==> src/rtl/ipc_present.sv <==
module ipc_present #(
  parameter int SRC_W   = 24,
  parameter int PRIO_W  = 8,
  parameter int IPI_SRC = 2
) (
  input  logic                     clk,
  input  logic                     rst_n,
  input  logic                     offer_vld,
  input  logic [SRC_W-1:0]         offer_src,
  input  logic [PRIO_W-1:0]        offer_prio,
  input  logic                     cur_wr,
  input  logic [PRIO_W-1:0]        cur_prio,
  input  logic                     ipi_wr,
  input  logic [PRIO_W-1:0]        ipi_prio,
  input  logic                     acc_req,
  input  logic                     eoi_req,
  input  logic [SRC_W+PRIO_W-1:0]  eoi_word,
  output logic                     acc_vld,
  output logic [SRC_W+PRIO_W-1:0]  acc_word,
  output logic                     rej_vld,
  output logic [SRC_W-1:0]         rej_src,
  output logic                     rsnd_vld,
  output logic                     eoi_out_vld,
  output logic [SRC_W-1:0]         eoi_out_src,
  output logic                     cpu_irq
);
  localparam int WORD_W = SRC_W + PRIO_W;
  localparam logic [PRIO_W-1:0] PRIO_OFF = '1;
  localparam logic [SRC_W-1:0] IPI_NUM = SRC_W'(IPI_SRC);

  logic [PRIO_W-1:0] cur_q, pp_q, ipi_q;
  logic [SRC_W-1:0]  src_q;
  logic              irq_q;

  logic [PRIO_W-1:0] n_cur, n_pp, n_ipi;
  logic [SRC_W-1:0]  n_src, n_rsrc, n_esrc;
  logic [WORD_W-1:0] n_aw;
  logic              n_irq, n_rej, n_rsnd, n_eoi, n_ack, chk;

  wire busy = (src_q != '0);

  always_comb begin
    n_cur  = cur_q;
    n_src  = src_q;
    n_pp   = pp_q;
    n_ipi  = ipi_q;
    n_irq  = irq_q;
    n_rej  = 1'b0;
    n_rsrc = '0;
    n_rsnd = 1'b0;
    n_eoi  = 1'b0;
    n_esrc = '0;
    n_ack  = 1'b0;
    n_aw   = acc_word;
    chk    = 1'b0;

    if (acc_req) begin
      n_ack = 1'b1;
      n_aw  = {cur_q, src_q};
      n_src = '0;
      n_cur = pp_q;
      n_irq = 1'b0;
    end else if (eoi_req) begin
      n_cur  = eoi_word[WORD_W-1:SRC_W];
      n_eoi  = 1'b1;
      n_esrc = eoi_word[SRC_W-1:0];
      if (!busy) begin
        n_rsnd = 1'b1;
        chk    = 1'b1;
      end
    end else if (cur_wr) begin
      n_cur = cur_prio;
      if (cur_prio < cur_q) begin
        if (busy && cur_prio <= pp_q) begin
          n_src  = '0;
          n_irq  = 1'b0;
          n_rej  = 1'b1;
          n_rsrc = src_q;
        end
      end else if (!busy) begin
        n_rsnd = 1'b1;
        chk    = 1'b1;
      end
    end else if (ipi_wr) begin
      n_ipi = ipi_prio;
      chk   = 1'b1;
    end else if (offer_vld) begin
      if (offer_prio >= cur_q || (busy && pp_q <= offer_prio)) begin
        n_rej  = 1'b1;
        n_rsrc = offer_src;
      end else begin
        if (busy) begin
          n_rej  = 1'b1;
          n_rsrc = src_q;
        end
        n_src = offer_src;
        n_pp  = offer_prio;
        n_irq = 1'b1;
      end
    end

    if (chk && n_ipi < n_cur && !(n_src != '0 && n_pp <= n_ipi)) begin
      if (n_src != '0) begin
        n_rej  = 1'b1;
        n_rsrc = n_src;
      end
      n_src = IPI_NUM;
      n_pp  = n_ipi;
      n_irq = 1'b1;
    end
  end

  always_ff @(posedge clk) begin
    if (!rst_n) begin
      cur_q       <= '0;
      src_q       <= '0;
      pp_q        <= '0;
      ipi_q       <= PRIO_OFF;
      irq_q       <= 1'b0;
      rej_vld     <= 1'b0;
      rej_src     <= '0;
      rsnd_vld    <= 1'b0;
      eoi_out_vld <= 1'b0;
      eoi_out_src <= '0;
      acc_vld     <= 1'b0;
      acc_word    <= '0;
    end else begin
      cur_q       <= n_cur;
      src_q       <= n_src;
      pp_q        <= n_pp;
      ipi_q       <= n_ipi;
      irq_q       <= n_irq;
      rej_vld     <= n_rej;
      rej_src     <= n_rsrc;
      rsnd_vld    <= n_rsnd;
      eoi_out_vld <= n_eoi;
      eoi_out_src <= n_esrc;
      acc_vld     <= n_ack;
      acc_word    <= n_aw;
    end
  end

  assign cpu_irq = irq_q;
endmodule


==> config.mk <==
export PLATFORM = sky130hd
export DESIGN_NAME = ipc_present
export DESIGN_NICKNAME = d
export VERILOG_FILES = /design/src/rtl/ipc_present.sv
export SDC_FILE = /design/constraint.sdc
export NUM_CORES = 1
export LEC_CHECK = 0
export BUFFER_PORTS_ARGS = -buffer_cell sky130_fd_sc_hd__buf_2
export CORE_MARGIN = 3
export CORE_UTILIZATION = 49
export CTS_BUF_LIST = sky130_fd_sc_hd__clkbuf_16
export DETAILED_ROUTE_END_ITERATION = 7
export PLACE_DENSITY = 0.75
export SETUP_SLACK_MARGIN = 0.2
export SLEW_MARGIN = 20
export SYNTH_ARGS = -nofsm -noshare
export SYNTH_HDL_FRONTEND = slang
export SYNTH_SLANG_ARGS = --single-unit
==> constraint.sdc <==
create_clock -name clk -period 4.73 [get_ports clk]
set_clock_uncertainty 0.05 [all_clocks]
set_input_delay 0.473 -clock clk [delete_from_list [all_inputs] [get_ports clk]]
set_output_delay 0.473 -clock clk [all_outputs]
set_load 0.01 [all_outputs]
* Word level (Yosys, flattened, before mapping)
Cells that the tools add are included.
** Word-level totals
- Register bits after elaboration :: 133
- Output and inout bits :: 85
** Operators by class
- Order comparisons :: 6
- Eq/ne operators :: 5
- Multiplexer cells :: 64
- Bitwise operators :: 2
- Reduce and logical (&&, ||, !) cells :: 14
** Operators with widths (count)
- $mux W24 :: 19
- $mux W8 :: 14
- $reduce_bool A24 Y1 :: 2
- $mux W1 :: 30
- $le A8 B8 Y1 :: 3
- $lt A8 B8 Y1 :: 2
- $ge A8 B8 Y1 :: 1
- $ne A4 B1 Y1 const B :: 2
- $reduce_and A6 Y1 :: 1
- $logic_and A1 B1 Y1 :: 5
- $ne A4 B2 Y1 const B :: 1
- $ne A4 B3 Y1 const B :: 1
- $reduce_bool A4 Y1 :: 1
- $reduce_or A2 Y1 :: 2
- $ne A3 B2 Y1 const B :: 1
- $reduce_or A3 Y1 :: 1
- $mux W2 :: 1
- $not A1 Y1 :: 2
- $logic_not A1 Y1 :: 1
- $logic_or A1 B1 Y1 :: 1

* Depth between registers and ports, before layout
- Depth after elaboration :: 15
- Depth in mapped cells :: 22
- Depth with buffers taken out :: 19

* Least setup slack after synthesis
Ideal clock, no wire load.
- Path kind :: input -> register
- From :: in offer_prio[1]
- To :: reg irq_q, in the netlist cpu_irq
- Setup time :: 0.115 ns
- Arrival :: 4.516 ns
- Data required time :: 4.565 ns
- Slack :: 0.049 ns
- Cell stages on the path :: 21
- Path buffers :: 3
- Cell sequence :: ha_1 -> or4_1 -> a21oi_1 -> o31ai_1 -> nor2_1 -> nand2_1 -> nor2_1 -> clkbuf_1 -> mux2i_1 -> ha_1 -> nor2b_1 -> o21a_1 -> o21ai_0 -> nand2b_1 -> a21oi_1 -> o21a_1 -> a211o_1 -> buf_2 -> buf_1 -> o31ai_1 -> o21a_1
** Between the ends
- Longest elaborated chain between the ends :: 15
- Elaborated cells on any way between the ends :: 29
** RTL lines
- from (decl) :: line 10 : input logic [PRIO_W-1:0] offer_prio,
- $le A8 B8 Y1 :: line 88 : if (offer_prio >= cur_q || (busy && pp_q <= offer_prio)) begin
- $logic_and A1 B1 Y1 :: line 88
- $logic_or A1 B1 Y1 :: line 88
- $mux W8 or $mux W24 (tied branches) :: line 88
- $mux W8 or $mux W24 (tied branches) :: line 87 : end else if (offer_vld) begin
- $mux W8 or $mux W24 (tied branches) :: line 84 : end else if (ipi_wr) begin
- $mux W8 or $mux W24 (tied branches) :: line 71 : end else if (cur_wr) begin
- $mux W8 or $mux W24 (tied branches) :: line 63 : end else if (eoi_req) begin
- $mux W8 or $mux W24 (tied branches) :: line 57 : if (acc_req) begin
- $le A8 B8 Y1 or $reduce_bool A24 Y1 (tied branches) :: line 102 : if (chk && n_ipi < n_cur && !(n_src != '0 && n_pp <= n_ipi)) begin
- $logic_and A1 B1 Y1 :: line 102
- $logic_not A1 Y1 :: line 102
- $logic_and A1 B1 Y1 :: line 102
- $ne A4 B1 Y1 (no source line), or another cell as far along
- $reduce_and A6 Y1 (no source line)
- to (signal assigned) :: line 132 : irq_q <= n_irq;
- to (decl) :: line 33 : logic irq_q;
Parallel ways exist; a longest one is shown, timed or not.
A chain may end at the register's enable or synchronous reset.

* Final worst setup path
- From :: reg pp_q[3]
- To :: reg src_q[12]
** Between the ends
- Longest elaborated chain between the ends :: 14
- Elaborated cells on any way between the ends :: 28
** RTL lines
- from (decl) :: line 31 : logic [PRIO_W-1:0] cur_q, pp_q, ipi_q;
- from (signal assigned) :: line 130 : pp_q <= n_pp;
- $le A8 B8 Y1 :: line 88
- $logic_and A1 B1 Y1 :: line 88
- $logic_or A1 B1 Y1 :: line 88
- $mux W8 or $mux W24 (tied branches) :: line 88
- $mux W8 or $mux W24 (tied branches) :: line 87
- $mux W8 or $mux W24 (tied branches) :: line 84
- $mux W8 or $mux W24 (tied branches) :: line 71
- $mux W8 or $mux W24 (tied branches) :: line 63
- $mux W8 or $mux W24 (tied branches) :: line 57
- $le A8 B8 Y1 or $reduce_bool A24 Y1 (tied branches) :: line 102
- $logic_and A1 B1 Y1 :: line 102
- $logic_not A1 Y1 :: line 102
- $logic_and A1 B1 Y1 :: line 102
- $reduce_or A2 Y1 (no source line)
- to (signal assigned) :: line 129 : src_q <= n_src;
- to (decl) :: line 32 : logic [SRC_W-1:0] src_q;
Parallel ways exist; a longest one is shown, timed or not.

==> metrics <==
outcome=complete, no violations; die width=124.4 um; Non-Filler Instances=1129; drt first pass iters=5; Synth area leader=dfxtp_1; CP startpoint kind=flip-flop; most used cell, CP=buf_4; TritonCTS clock tree=built; drt initial violations=603; Rel. slew slack=50.73%; Power Density=337.3 nW/um2; # fillers=1168; synthesized area per cell=8.903 um2; Root Driver=clkbuf_16; die area=15460 um2; RSZ-0062 raised after global routing=false; Synth top area share=38.79%; area of the multi-input gates=3902 um2; final setup TNS=0 ns; Slowest-stage cell, CP=dfxtp_1; net count after synthesis=904; Setup-failing EPs final=0; vias in the first global route=6173; cts bufs inserted=17; Final Hold Vio Count=0; sequential fraction of the synthesis area=38.79%; clk_lat worst skew=0.42 ns; final WL=19590 um; die height=124.4 um; crit share post-route=89.12%; Synth Cell Area=6864 um2; Netlist cell types=52; Detail Route Antenna Nets=0; top cells by area, synth=dfxtp_1, mux2i_1, ha_1, a21oi_1, nor2b_1; Area Growth Syn to Fin=24.99%; Synth top cells by count=dfxtp_1, a21oi_1, mux2i_1; Syn Inst Count=771; VDD IR max=0.2172 mV; placed insts=1090; first-pass GRT wire length=31740 um; HPWL after DPL=13960 um; actual slew at the worst max-slew pin=0.7390 ns; Seq. cell area=2663 um2; routability congestion estimate=0.9421; Starting Density=51.02%; I/O pin count=172; Worst EP arrival=4.52 ns; drt via density=5.603; Final #Nets=1072; crit-path cells=ha_1 -> and3_1 -> a221o_1 -> a22oi_1 -> nand2_1 -> nand2_1 -> nor2_4 -> buf_4 -> buf_4 -> mux2i_1 -> ha_1 -> a21o_1 -> a21oi_1 -> o21a_1 -> a211o_4 -> o311ai_2 -> buf_6 -> buf_4 -> nor2_1; antenna violations before repair=1; yosys warns=0; core area=13450 um2; clk slew on worst S/H paths=0.06 ns; Port Buf Inserts=171; Hold WC Path Type=in2reg; CTS sink count=133; crit path max fanout=19; worst path required time=5.03 ns; Worst Setup End Kind=flip-flop; CTS max path bufs=2; min Tclk post-route=4.215 ns; cell with the most instances after synthesis=dfxtp_1; maximum operating frequency=237.2 MHz; largest net degree at the start of global routing=72; GRT Total Usage=25.16%; H-tree depth=4; post-synthesis register bit count=133; row count=42; leakage power=0.003933 uW; Via Count=6326; number of flops mapped to enable cells by yosys=0; max-cap viol count=0; DR WL/cell=17.35 um; crit-path max cell delay=0.37 ns; DRC viols=0; Setup Crit Path Kind=reg2reg; share of post-route cells with drive strength above 1=25.84%; final count of pins violating max slew=0; total congestion overflow=0; Top FF cell, synth=dfxtp_1; Async S/R FF share, synth=0%
## layout by cell type, fill, tap and decap left out, drive strengths merged, types with 7 or more instances in the layout
master	count
nor2b	44
mux2i	63
a22o	21
dfxtp	133
o21ai	7
nor3	8
o21a	17
a22oi	11
nand3	7
nor2	50
nand2	56
buf	198
clkinv	10
ha	46
inv	36
and2	41
a21oi	78
o22ai	13
a211oi	27
clkbuf	17
## timing repair
item	CTS	global route
setup endpoints to repair	23	56
buffers inserted	0	6
pin swaps	0	2
hold buffers	0	0
cloned	0	0
gates resized for setup	1	6
## registers in the layout (all words and copies together) (netlist names)
name and cells:
acc_word 32, cpu_irq 1, eoi_out_vld 1, pp_q 8, src_q 24, rsnd_vld 1, eoi_out_src 24, cur_q 8
rej_vld 1, acc_vld 1, ipi_q 8, rej_src 24
## layout make-up
type / count / share of cell area (%)
Antenna cell: 1 / 0.02917
Clock buffer: 17 / 4.958
Clock inverter: 15 / 1.896
Inverter: 35 / 1.531
Multi-Input combinational cell: 554 / 45.49
Sequential cell: 133 / 31.03
Tap cell: 176 / 2.567
Timing Repair Buffer: 198 / 12.50
## through the flow
stage	instance area (um2)	hold slack, ns	worst slack, ns	utilization (%)	power (uW)
floorplan	6868	0.4095	0.3041	-	1444
global placement	7914	0.4383	0.1917	58.83	1579
detailed placement	7914	0.4500	0.02225	58.83	1585
CTS	8507	0.1786	0.2848	63.23	2903
global route	8579	0.1963	0.2099	63.77	3006
finish	8579	0.1978	0.5148	63.77	2894
## critical path, delay by kind of cell, from the launching register on
family,cells,cell delay (ns)
compound gates,7,1.54
simple gates,5,0.71
buf+inv,4,0.65
fa+ha+maj,2,0.57
flops,1,0.37
mux,1,0.24
## logic make-up (layout without fill, tap and decap cells)
family / count (synthesis) / after routing / share of synthesized area, %
AO/OA/AOI/OAI: 203 / 203 / 19.87
buffers and inverters: 84 / 265 / 4.812
other: 0 / 1 / 0
adder cells (fa/ha/maj): 46 / 46 / 8.385
flip-flops: 133 / 133 / 38.79
multiplexers: 68 / 68 / 10.01
AND/OR/NAND/NOR: 237 / 237 / 18.14
## layer usage
metal	vias to the layer above	track usage [%]	share of wire (%)
li1	3099	-	-
met2	233	42.81	50
met1	2969	31.33	43
met4	0	8.897	1.7
met3	25	5.617	5.6
met5	-	0	0
## power breakdown
| part | internal, uW | total [uW] | switching [uW] |
|---|---|---|---|
| Combinational | 175 | 409 | 234 |
| Sequential | 1150 | 1170 | 17.3 |
| Clock | 821 | 1320 | 498 |
| Total | 2140 | 2890 | 749 |
## final timing paths
check	slack (ns)	end	cells after the start	start
min reg2reg	0.45	acc_word[21]$_SDFFE_PN0P_	2	acc_word[21]$_SDFFE_PN0P_
min	0.20	eoi_out_src[1]$_SDFF_PP0_	2	eoi_word[1]
max	0.51	src_q[12]$_SDFF_PP0_	19	pp_q[3]$_SDFF_PN0_
max reg2reg	0.51	src_q[12]$_SDFF_PP0_	19	pp_q[3]$_SDFF_PN0_
(Power assumes the default switching activity.)
